`src/rtl/pe_status_pkg.sv`:
```
package pe_status_pkg;

  typedef enum logic [1:0] {
    SM_ARRAY = 2'd0,
    SM_PROG  = 2'd1,
    SM_ERASE = 2'd2,
    SM_SUSP  = 2'd3
  } stat_mode_e;

  function automatic int unsigned us_cycles(input int unsigned mhz, input int unsigned us);
    return mhz * us;
  endfunction

  // program (or protect timer) beats erase, erase beats suspend
  function automatic stat_mode_e pick_mode(input logic prog_like, input logic erase_like,
                                           input logic susp, input logic sel);
    if (prog_like)        return SM_PROG;
    else if (erase_like)  return SM_ERASE;
    else if (susp && sel) return SM_SUSP;
    else                  return SM_ARRAY;
  endfunction

  function automatic logic [7:0] form_word(input stat_mode_e m, input logic d7,
                                           input logic t6, input logic t2,
                                           input logic tmo, input logic started,
                                           input logic [7:0] arr);
    logic [7:0] w;
    w = 8'h00;
    case (m)
      SM_PROG:  begin w[7] = ~d7;  w[6] = t6; w[5] = tmo; end
      SM_ERASE: begin w[7] = 1'b0; w[6] = t6; w[5] = tmo; w[3] = started; w[2] = t2; end
      SM_SUSP:  begin w[7] = 1'b1; w[6] = t6; w[2] = t2; end
      default:  w = arr;
    endcase
    return w;
  endfunction

endpackage

```
`src/rtl/pe_cycle_window.sv`:
```
module pe_cycle_window #(
  parameter int unsigned CYCLES = 6000
) (
  input  logic clk,
  input  logic rst_n,
  input  logic start,
  input  logic inhibit,
  output logic open
);
  localparam int unsigned CW = $clog2(CYCLES + 1);
  localparam logic [CW-1:0] LOADV = CW'(CYCLES - 1);

  logic [CW-1:0] cnt;

  always_ff @(posedge clk or negedge rst_n) begin
    if (!rst_n) begin
      open <= 1'b0;
      cnt  <= '0;
    end else if (start && !inhibit) begin
      open <= 1'b1;
      cnt  <= LOADV;
    end else if (open) begin
      if (cnt == '0) open <= 1'b0;
      else           cnt  <= cnt - 1'b1;
    end
  end
endmodule

```
`src/rtl/pe_toggle_pair.sv`:
```
module pe_toggle_pair (
  input  logic clk,
  input  logic rst_n,
  input  logic rd_stb,
  input  logic en6,
  input  logic en2,
  output logic t6,
  output logic t2
);
  always_ff @(posedge clk or negedge rst_n) begin
    if (!rst_n) begin
      t6 <= 1'b0;
      t2 <= 1'b0;
    end else if (rd_stb) begin
      if (en6) t6 <= ~t6;
      if (en2) t2 <= ~t2;
    end
  end
endmodule

```
`src/rtl/pe_word_mux.sv`:
```
module pe_word_mux
  import pe_status_pkg::*;
(
  input  stat_mode_e mode,
  input  logic       d7,
  input  logic       t6,
  input  logic       t2,
  input  logic       tmo,
  input  logic       started,
  input  logic [7:0] arr,
  output logic [7:0] word
);
  always_comb word = form_word(mode, d7, t6, t2, tmo, started, arr);
endmodule

```
`src/rtl/pe_status_gen.sv`:
```
module pe_status_gen
  import pe_status_pkg::*;
#(
  parameter int unsigned CLK_MHZ = 200,
  parameter int unsigned WIN_US  = 30,
  parameter int unsigned PROT_US = 2
) (
  input  logic       clk,
  input  logic       rst_n,
  input  logic       prog_busy,
  input  logic       erase_busy,
  input  logic       erase_susp,
  input  logic       time_over,
  input  logic       sect_wr,
  input  logic       prot_hit,
  input  logic       sect_sel,
  input  logic       rd_stb,
  input  logic [7:0] last_data,
  input  logic [7:0] array_data,
  output logic [7:0] rd_data,
  output logic       win_open,
  output logic       win_go
);
  localparam int unsigned WIN_CYC  = us_cycles(CLK_MHZ, WIN_US);
  localparam int unsigned PROT_CYC = us_cycles(CLK_MHZ, PROT_US);

  logic       prot_active;
  logic       win_open_q;
  stat_mode_e mode;
  logic       in_status;
  logic       mode_susp;
  logic       tog6_en;
  logic       tog2_en;
  logic       t6;
  logic       t2;
  logic       erase_started;

  pe_cycle_window #(.CYCLES(WIN_CYC)) u_load_win (
    .clk(clk), .rst_n(rst_n), .start(sect_wr), .inhibit(erase_busy), .open(win_open)
  );

  pe_cycle_window #(.CYCLES(PROT_CYC)) u_prot_win (
    .clk(clk), .rst_n(rst_n), .start(prot_hit), .inhibit(1'b0), .open(prot_active)
  );

  always_ff @(posedge clk or negedge rst_n) begin
    if (!rst_n) win_open_q <= 1'b0;
    else        win_open_q <= win_open;
  end
  assign win_go = win_open_q & ~win_open;

  assign mode = pick_mode(prog_busy | prot_active, erase_busy | win_open,
                          erase_susp, sect_sel);
  assign in_status     = (mode != SM_ARRAY);
  assign mode_susp     = (mode == SM_SUSP);
  assign tog6_en       = (mode == SM_PROG) || (mode == SM_ERASE);
  assign tog2_en       = ((mode == SM_ERASE) || mode_susp) && sect_sel;
  assign erase_started = erase_busy & ~win_open;

  pe_toggle_pair u_tog (
    .clk(clk), .rst_n(rst_n), .rd_stb(rd_stb), .en6(tog6_en), .en2(tog2_en),
    .t6(t6), .t2(t2)
  );

  pe_word_mux u_mux (
    .mode(mode), .d7(last_data[7]), .t6(t6), .t2(t2), .tmo(time_over),
    .started(erase_started), .arr(array_data), .word(rd_data)
  );
endmodule

```
`config.mk`:
```
export PLATFORM = sky130hd
export DESIGN_NAME = pe_status_gen
export DESIGN_NICKNAME = d
export VERILOG_FILES = /design/src/rtl/pe_status_pkg.sv /design/src/rtl/pe_cycle_window.sv /design/src/rtl/pe_toggle_pair.sv /design/src/rtl/pe_word_mux.sv /design/src/rtl/pe_status_gen.sv
export SDC_FILE = /design/constraint.sdc
export NUM_CORES = 1
export LEC_CHECK = 0
export CORE_MARGIN = 8
export CORE_UTILIZATION = 47
export CTS_BUF_LIST = sky130_fd_sc_hd__clkbuf_8
export CTS_CLUSTER_SIZE = 30
export DETAILED_ROUTE_END_ITERATION = 6
export DONT_BUFFER_PORTS = 1
export HOLD_SLACK_MARGIN = 0.02
export PLACE_DENSITY = 0.59
export SLEW_MARGIN = 20
export SYNTH_ARGS = -nofsm -noshare
export SYNTH_HDL_FRONTEND = slang
export SYNTH_HIERARCHICAL = 1
export SYNTH_SLANG_ARGS = --single-unit
```
`constraint.sdc`:
```
create_clock -name clk -period 5.7 [get_ports clk]
set_input_delay 1.14 -clock clk [delete_from_list [all_inputs] [get_ports clk]]
set_output_delay 1.14 -clock clk [all_outputs]
set_load 0.1 [all_outputs]
```
; ---- Word level (Yosys, flattened, before mapping)
; Index checks and enable logic that the tools add are counted.
[classes]
n_eq_ne = 5
muxes = 21
reduce_logical = 18
n_bitwise = 8
n_addsub = 2
[ops]
columns = op, count
row1 = 13-bit two-way mux, 3
row2 = 9-bit two-way mux, 3
row3 = 13-bit logical NOT, 1
row4 = 13-bit by 1-bit subtractor with 13-bit output (second input constant), 1
row5 = 9-bit logical NOT, 1
row6 = 9-bit by 1-bit subtractor with 9-bit output (second input constant), 1
row7 = 2-bit two-way mux, 4
row8 = 2-bit AND reduction, 4
row9 = 1-bit two-way mux, 7
row10 = 1-bit one-hot mux with 2 select lines, 3
row11 = 2-bit one-hot mux with 3 select lines, 1
row12 = 2-bit OR reduction, 3
row13 = 2-bit == test (second input constant), 2
row14 = 1-bit NOT, 4
row15 = 2-bit nonzero test, 2
row16 = 1-bit logical AND, 3
row17 = 3-bit OR reduction, 1
row18 = 1-bit bitwise AND, 2
row19 = 2-bit by 1-bit == test with 1-bit output (second input constant), 1
row20 = 1-bit logical OR, 2
row21 = 2-bit by 1-bit inequality test with 1-bit output (second input constant), 1
row22 = 2-bit inequality test (second input constant), 1
row23 = 1-bit bitwise OR, 2
row24 = 1-bit logical NOT, 1
[totals]
regBits = 27
word_cells = 61
out_inout_bits = 10

; ---- Depth between registers and ports, before layout
; Gate-level depths: netlist (run 1).
[logic_depth]
ltp_word = 8
depth_mapped = 7
depth_no_buf = 6

; ---- Cells and area by module
; The synthesis (run 1) kept the hierarchy.
[by_module_without_submodules]
columns = mod, seq_area_each_um2, cells_each, n_inst, area_each_um2
row1 = pe_cycle_window (u_load_win), 350.3, 81, 1, 819.5
row2 = pe_cycle_window (u_prot_win), 250.2, 54, 1, 579.3
row3 = pe_word_mux, 0.0, 26, 1, 163.9
row4 = pe_status_gen, 25.0, 11, 1, 82.6
row5 = pe_toggle_pair, 50.0, 6, 1, 75.1

; ---- Worst setup path before layout (run 1)
; No wires, ideal clock.
[synth_path]
kind = in2out
startpoint = in erase_susp
endpoint = out rd_data[3]
path_stages = 5
arrival_ns = 3.994
path_slack_ns = 0.566
path_buffers = 0
required_ns = 4.560
cell_sequence = nand2_1 > o31ai_1 > inv_1 > ha_1 > o21ai_0
[synth_between]
elab_chain_len = 7
elab_cells_between_ends = 9
classes_between = eq/ne (3) / mux (4) / reduce/logical (2)
[synth_rtl]
columns = item, line
row1 = "start, declared", pe_status_gen.sv:12  ; input logic erase_susp,
row2 = 1-bit logical AND (*), pe_status_pkg.sv:19  ; else if (susp && sel) return SM_SUSP;
row3 = 2-bit two-way mux (*), pe_status_pkg.sv:19
row4 = 2-bit two-way mux (*), pe_status_pkg.sv:18  ; else if (erase_like) return SM_ERASE;
row5 = 2-bit two-way mux (*), pe_status_pkg.sv:17  ; if (prog_like) return SM_PROG;
row6 = named net mode[0], pe_status_gen.sv:29  ; stat_mode_e mode;
row7 = 2-bit == test or 2-bit by 1-bit == test with 1-bit output (tied branches), pe_status_pkg.sv:29  ; case (m)
row8 = 2-bit OR reduction (no line), n/a
row9 = 1-bit one-hot mux with 2 select lines (*), pe_status_pkg.sv:29
row10 = "end, declared", pe_status_gen.sv:20  ; output logic [7:0] rd_data,
; Mark *: on every way through the listed nets, which the timed path passes. The rest lies on a longest branch.

; ---- Worst setup path in the final report (run 1)
[layout_path]
startpoint = in prog_busy
endpoint = out rd_data[2]
[layout_between]
elab_chain_len = 5
elab_cells_between_ends = 7
classes_between = eq/ne (3) / mux (2) / bitwise (1) / reduce/logical (1)
[layout_rtl]
columns = item, line
row1 = "start, declared", pe_status_gen.sv:10  ; input logic prog_busy,
row2 = 1-bit bitwise OR (*), pe_status_gen.sv:52  ; assign mode = pick_mode(prog_busy | prot_active, erase_busy | win_open,
row3 = 2-bit two-way mux (*), pe_status_pkg.sv:17
row4 = named net mode[1], pe_status_gen.sv:29
row5 = 2-bit == test, pe_status_pkg.sv:29
row6 = 2-bit OR reduction (no line), n/a
row7 = 1-bit one-hot mux with 2 select lines (*), pe_status_pkg.sv:29
; Marks and branches as above.

==> results of run 1 <==
==> per-layer routing <==
| layer | GRT usage (%) | share of wire [%] |
|---|---|---|
| met5 | 0 | 0 |
| met4 | 4.42 | 0.66 |
| met3 | 3.07 | 4.2 |
| met2 | 21.3 | 50 |
| met1 | 13.5 | 45 |
==> flip-flops by register name, summed over array words and instances (netlist names) <==
| register | count |
|---|---|
| u_load_win/cnt | 13 |
| u_tog/t2 | 1 |
| win_open_q | 1 |
| u_prot_win/open | 1 |
| u_prot_win/cnt | 9 |
| u_load_win/open | 1 |
| u_tog/t6 | 1 |
==> power by group through the flow <==
stage / clock, µW / combinational (µW) / sequential [µW]
after floorplan: 0 / 111 / 250
after global placement: 0 / 123 / 257
after detailed placement: 0 / 128 / 258
after CTS: 115 / 128 / 255
after global routing: 124 / 138 / 260
final: 111 / 128 / 255
==> cell type report <==
class                   instances  area (µm²)  share of cell area [%]
flip-flops and latches         27         676                    36.9
multi-input cells             140        1000                    54.7
clock inverters                 1        7.51                   0.410
well taps                      48        60.1                    3.28
repair buffers                  2        15.0                   0.821
inverters                       8        30.0                    1.64
clock buffers                   3        41.3                    2.26
==> worst reg2reg max path: cells and delay by family, from the launching register on <==
| family | cells | cell delay [ns] |
|---|---|---|
| flops | 1 | 0.47 |
| buf+inv | 1 | 0.39 |
| simple gates | 3 | 0.94 |
| compound gates | 1 | 0.06 |
==> cells by family (layout without fill, tap and decap cells) <==
kind of cell | count (synthesis) | count (layout) | share of synthesized area, %
xor gates and xnor gates | 2 | 2 | 1.02
adders and majority gates | 7 | 7 | 5.09
other | 1 | 2 | 0.218
buffers and inverters | 12 | 14 | 3.93
and+or+nand+nor | 82 | 82 | 30.3
DFF | 27 | 27 | 39.3
AOI/OAI and AO/OA | 42 | 42 | 17.2
muxes | 5 | 5 | 2.98
==> worst max path at each step <==
stage	start	endpoint	cells past startpoint
floorplan	erase_susp	rd_data[3]	5
global placement	prog_busy	rd_data[2]	5
detailed placement	prog_busy	rd_data[2]	5
CTS	prog_busy	rd_data[2]	5
global route	prog_busy	rd_data[3]	5
finish	prog_busy	rd_data[2]	5
==> metrics by stage <==
stage / util [%] / power, µW
floorplan: - / 360
global placement: 49.8 / 380
detailed placement: 49.8 / 386
CTS: 51.1 / 498
global route: 51.1 / 522
finish: 51.1 / 494
==> placed cells by master (no fill, tap or decap), types with 3 or more instances in the layout <==
| cell type | n |
|---|---|
| o21ai_1 | 4 |
| nor3_1 | 4 |
| or4_1 | 4 |
| inv_1 | 8 |
| nand2_1 | 22 |
| o31ai_1 | 4 |
| o21ai_0 | 5 |
| mux2i_1 | 4 |
| and4_1 | 4 |
| nor2b_1 | 4 |
| a31oi_1 | 7 |
| or3_1 | 3 |
| clkbuf_8 | 3 |
| o21ai_2 | 4 |
| a21oi_1 | 5 |
| ha_1 | 7 |
| and2_1 | 4 |
| dfrtp_1 | 27 |
| nor2_1 | 10 |
| nand2b_1 | 6 |
==> impl_summary.txt, run 1 <==
----------------------------------------------------
[STA]
  Hold violation count in the final report ... 0
  Setup repair after global routing missed its margin ... no
  Final-report setup violation count ... 0
  Slew @ Worst Pin ... roughly 1.1 ns
  Period Utilization, post-route ... 72.9%
  Clock period minus final worst setup slack ... 4.16 ns
  Maximum operating frequency ... approximately 240 MHz
  Max Clock Skew ... 0.00405 ns
  Worst Slack Setup Final ... 1.54 ns
  Max_slew headroom ... between 20% and 30%
  Total Neg Setup Slack ... 0 ns
  Final Max Tran Viols ... 0
  Worst hold slack after final layout ... 0.481 ns

[Finish]
  Final instance area ... 1830 µm²
  Total number of nets in the final design ... 215
  Filler Cells Inserted ... 353
  Number of antenna cells inserted ... 0
  Ratio of cells with drive above 1 in the final layout ... 14.4%
  Non-filler cells in the finished layout ... 229
  Synthesis-to-layout area growth ... 6.33%

[Setup path]
  Data required time at the worst endpoint ... 4.56 ns
  Endpoint of the worst register-to-register path ... u_load_win/cnt[10]
  Reg2Reg Depth ... 5
  Start-to-end type of the worst setup path ... in2out
  Worst r2r src ... u_load_win/open
  Family with the most delay on the worst path ... compound AO/OA/AOI/OAI gates
  Stage delay of the slowest cell on the critical path ... 0.91 ns
  Category of the worst setup path capture point ... output port
  CP arrival ... 3.02 ns
  R2R setup slack ... between 3 and 4 ns
  CP max FO ... 13
  Count of buffering cells on the critical path with inverters included ... 1
  CP cell instances ... nor2_1, a21boi_1, inv_1, ha_1, o21ai_2
  Master of the slowest instance on the critical path ... o21ai_2
  Crit start category ... primary input

[Synth]
  Number of enable-type register cells in the synthesized netlist ... 0
  Sequential element share of the synthesized area ... 39.3%
  Biggest area contributors in the synthesized netlist ... dfrtp_1 (39%), ha_1 (5.1%), nand2_1 (4.8%), a31oi_1 (2.5%), nor4_4 (2.5%)
  Top cell types by occurrence after synthesis ... dfrtp_1 (27), nand2_1 (22), nor2_1 (10)
  Count of distinct cell types in the synthesized netlist ... 50
  Number of instances in the synthesized netlist ... 178
  Top cell type's share of synthesized area ... 39.3%
  Number of flip-flops and latches in the synthesized netlist ... 27
  Most numerous cell in the Yosys netlist ... dfrtp_1
  Post-synth top area cell ... dfrtp_1
  Post-Synthesis Cell Area ... 1720 µm²
  Yosys warning count ... 6
  Avg Synthesized Cell Area ... 9.67 µm²
  Share of synthesized registers carrying an async set or reset ... 100%
  Most used flip-flop cell after synthesis ... dfrtp_1

[Clock network]
  Post-CTS Setup Bufs ... 0
  Clk_lat worst skew ... 0.27 ns
  Cell at the root of the clock tree ... clkbuf_8
  Clk slew on worst S/H paths ... 0.10 ns
  Maximum buffer depth of the clock tree ... 2
  Clk sinks ... 27
  Number of buffers added by the clock tree synthesis step ... 3
  TritonCTS clock tree ... built
  CTS H-tree lvls ... 1
  PostCTS Resize Cnt ... 0
  Hold Buf Count CTS ... 0

[Floorplanning]
  Core Area ... between 3000 and 4000 µm²
  Die extent in y ... 76.5 µm
  Number of placed I/O pins ... 36
  Die X ... 76.5 µm
  Core Rows ... 22
  Starting density of the core ... 48.1%
  Die Outline Area ... 5850 µm²

[Min path]
  Type of the most critical hold path ... reg2reg
  Start point of the worst hold path ... u_tog/t2
  Hold path endpoint ... u_tog/t2
  Depth of the worst hold-timing path ... 1

[Routing]
  Average wire length per cell after detail routing ... 15.1 µm
  DRC viols ... 0
  Violation count after the first detailed-routing iteration ... 39
  Via/cell ratio ... 5.83
  Remaining antenna violation count after routing ... 0
  Routed WL ... roughly 3500 µm
  Detailed-route via count ... 1335
  Number of detailed-route iterations in the first pass ... 4

[Power]
  Switching portion of total power ... 35.5%
  Worst voltage drop across the vdd grid ... ~0.14 mV
  Pwr Density ... between 200 and 300 nW/µm²
  Part of the power in combinational logic ... 25.8%
  Leakage power ... a little over 0.0007 µW
  Net switching power ... 175 µW
  Sequential power share ... 51.6%
  Internal power component ... around 320 µW
  Share of power burned in the clock network ... around 23%

[GRT]
  Total routing usage reported by global routing ... 12.0%
  Number of antenna violations at the first check in global routing ... 0
  Global route overflow ... 0
  Wire length of the first global-routing pass ... between 5000 and 6000 µm
  Number of global-route vias before repair ... 1316
  Largest net degree at the start of global routing ... 28

[Placement]
  Pre-CTS worst setup slack ... roughly 1.5 ns
  Placed Area ... 1780 µm²
  Placer's final routability congestion estimate ... approximately 0.76
  Number of buffers added on ports ... 0
  Placed cell count ... 225
  Half-perimeter wire length of the detailed placement result ... 2630 µm

[Flow run]
  Max cap viols ... 0

[Status]
  Run status ... finished, final reports clean

----------------------------------------------------
Power figures use the tool's default switching activity.
==> inputs of run 2 (changes only) <==
- clock period: 5.7 -> 4 ns (I/O delays scaled with it)
==> impl_summary.txt, run 2 (synthesis results as in run 1) <==
----------------------------------------------------
[Placement]
  Pre-CTS worst setup slack ... 0.794 ns (-0.711 ns)
  Half-perimeter wire length of the detailed placement result ... 2660 µm (+0.80%)
  Placed cell count ... 232 (+3.1%)
  Placer's final routability congestion estimate ... 0.793 (+3.9%)
  Number of buffers added on ports ... 0 (unchanged)

[GRT]
  Total routing usage reported by global routing ... 12.3% (+0.20 points)
  Global route overflow ... 0 (unchanged)
  Number of antenna violations at the first check in global routing ... 0 (unchanged)
  Largest net degree at the start of global routing ... 28 (unchanged)
  Number of global-route vias before repair ... 1379 (+4.8%)
  Wire length of the first global-routing pass ... 6230 µm (+4.3%)

[Clock network]
  CTS H-tree lvls ... 1 (unchanged)
  TritonCTS clock tree ... built
  Post-CTS Setup Bufs ... 0 (unchanged)
  Hold Buf Count CTS ... 0 (unchanged)
  Clk slew on worst S/H paths ... 0.09 ns (about the same)
  Maximum buffer depth of the clock tree ... 2 (unchanged)
  Number of buffers added by the clock tree synthesis step ... 3 (unchanged)
  Clk sinks ... 27 (unchanged)
  PostCTS Resize Cnt ... 0 (unchanged)
  Cell at the root of the clock tree ... clkbuf_8
  Clk_lat worst skew ... 0.27 ns (about the same)

[STA]
  Hold violation count in the final report ... 0 (unchanged)
  Max Clock Skew ... 0.00407 ns (+0.0000200 ns)
  Worst Slack Setup Final ... 0.785 ns (-0.757 ns)
  Setup repair after global routing missed its margin ... no
  Final-report setup violation count ... 0 (unchanged)
  Period Utilization, post-route ... 80.4%
  Total Neg Setup Slack ... 0 ns (unchanged)
  Maximum operating frequency ... 311 MHz
  Final Max Tran Viols ... 0 (unchanged)
  Max_slew headroom ... 40.7% (+13 points)
  Slew @ Worst Pin ... 0.893 ns (-0.198 ns)
  Clock period minus final worst setup slack ... 3.21 ns

[Power]
  Part of the power in combinational logic ... 26.9% (+1.1 points)
  Sequential power share ... 51.4% (-0.2 points)
  Share of power burned in the clock network ... 21.7% (-0.8 points)
  Net switching power ... 245 µW (+40%)
  Post-layout power ... 704 µW (+43%)
  Pwr Density ... 375 nW/µm² (+39%)
  Internal power component ... 459 µW (+44%)
  Leakage power ... 0.000761 µW (+5.9%)
  Switching portion of total power ... 34.8% (-0.69 points)
  Worst voltage drop across the vdd grid ... 0.196 mV (+39%)

[Setup path]
  Category of the worst setup path capture point ... output port
  Crit start category ... flip-flop
  Start-to-end type of the worst setup path ... reg2out
  Data required time at the worst endpoint ... 3.20 ns (-1.36 ns)
  CP arrival ... 2.41 ns (-0.61 ns)
  CP max FO ... 14 (+1)

[Routing]
  Number of detailed-route iterations in the first pass ... 4 (unchanged)
  Detailed-route via count ... 1358 (+1.7%)
  DRC viols ... 0 (unchanged)
  Violation count after the first detailed-routing iteration ... 44 (+13%)
  Via/cell ratio ... 5.75 (-1.3%)
  Routed WL ... 3510 µm (+1.0%)
  Average wire length per cell after detail routing ... 14.9 µm (-2.0%)
  Remaining antenna violation count after routing ... 0 (unchanged)

[Finish]
  Total number of nets in the final design ... 222 (+3.3%)
  Non-filler cells in the finished layout ... 236 (+3.1%)
  FF/Latch Area ... 676 µm² (unchanged)
  Synthesis-to-layout area growth ... 9.16%
  Post-Route Utilization ... 52.5% (+1.4 points)
  Most common library cell in the layout ignoring fill and taps ... dfrtp_1
  Largest registers ... u_load_win/cnt (13), u_prot_win/cnt (9)
  Top library cells by usage in the layout, fill and taps aside ... dfrtp_1 (27), nand2_1 (22), nor2_1 (10)
  Ratio of cells with drive above 1 in the final layout ... 17.0% (+2.7 points)
  Most flops, register ... u_load_win/cnt
  Filler Cells Inserted ... 341 (-3.4%)
  Number of antenna cells inserted ... 0 (unchanged)
  Multi-input logic area ... 1000 µm² (unchanged)
  Number of flip-flops under the largest register name ... 13 (unchanged)

[Flow run]
  Max cap viols ... 0 (unchanged)

[Floorplanning]
  Number of placed I/O pins ... 36 (unchanged)
  Core Area ... 3580 µm² (unchanged)
  Die Outline Area ... 5850 µm² (unchanged)
  Core Rows ... 22 (unchanged)
  Die X ... 76.5 µm (unchanged)
  Die extent in y ... 76.5 µm (unchanged)
  Starting density of the core ... 48.1% (unchanged)

[Min path]
  Type of the most critical hold path ... in2async

[Status]
  Run status ... finished, final reports clean

----------------------------------------------------
==> run 2: per-stage QoR <==
step                      hold slack, ns  instance area (µm²)
final                              0.213                 1880
after global routing               0.199                 1880
after CTS                          0.202                 1880
after detailed placement           0.465                 1830
after global placement             0.462                 1830
after floorplan                    0.439                 1730
==> run 2: worst paths after layout <==
path                                       from            endpoint  slack (ns)  depth (start not counted)
worst min-delay path                      rst_n   u_load_win/cnt[8]        0.21                          0
worst min register to register         u_tog/t2            u_tog/t2        0.48                          1
worst max-delay path            u_load_win/open          rd_data[7]        0.79                          8
min in group clk                       u_tog/t2            u_tog/t2        0.48                          1
worst max register to register  u_load_win/open  u_load_win/cnt[10]        2.12                          5
max in group asynchronous                 rst_n   u_prot_win/cnt[0]        3.71                          0
==> run 2: cell type report <==
class / count / share of cell area (%)
repair buffers: 9 / 3.60
clock buffers: 3 / 2.20
inverters: 8 / 1.60
clock inverters: 1 / 0.200
well taps: 48 / 3.20
multi-input cells: 140 / 53.2
flip-flops and latches: 27 / 36.0
==> run 2: layer usage <==
metal	track usage, %	part of all wire [%]	up-vias
met4	3.27	0.37	0
li1	-	-	670
met1	14.2	45	668
met3	2.95	4.3	2
met2	21.8	50	18
met5	0	0	-
==> run 2: power by group through the flow <==
stage | combinational (µW) | clock, µW | sequential [µW]
after global routing | 208 | 165 | 371
after global placement | 184 | 0 | 365
after detailed placement | 189 | 0 | 367
final | 189 | 153 | 362
after floorplan | 158 | 0 | 356
after CTS | 190 | 160 | 362
==> run 2: critical path, stage by stage, from the launching register on <==
cell and delay [ns]:
dfrtp_1 0.37, buf_4 0.37, nor2_1 0.11, a21boi_1 0.26, inv_1 0.10, ha_1 0.35
nor2b_1 0.21, a21oi_2 0.09, buf_4 0.29
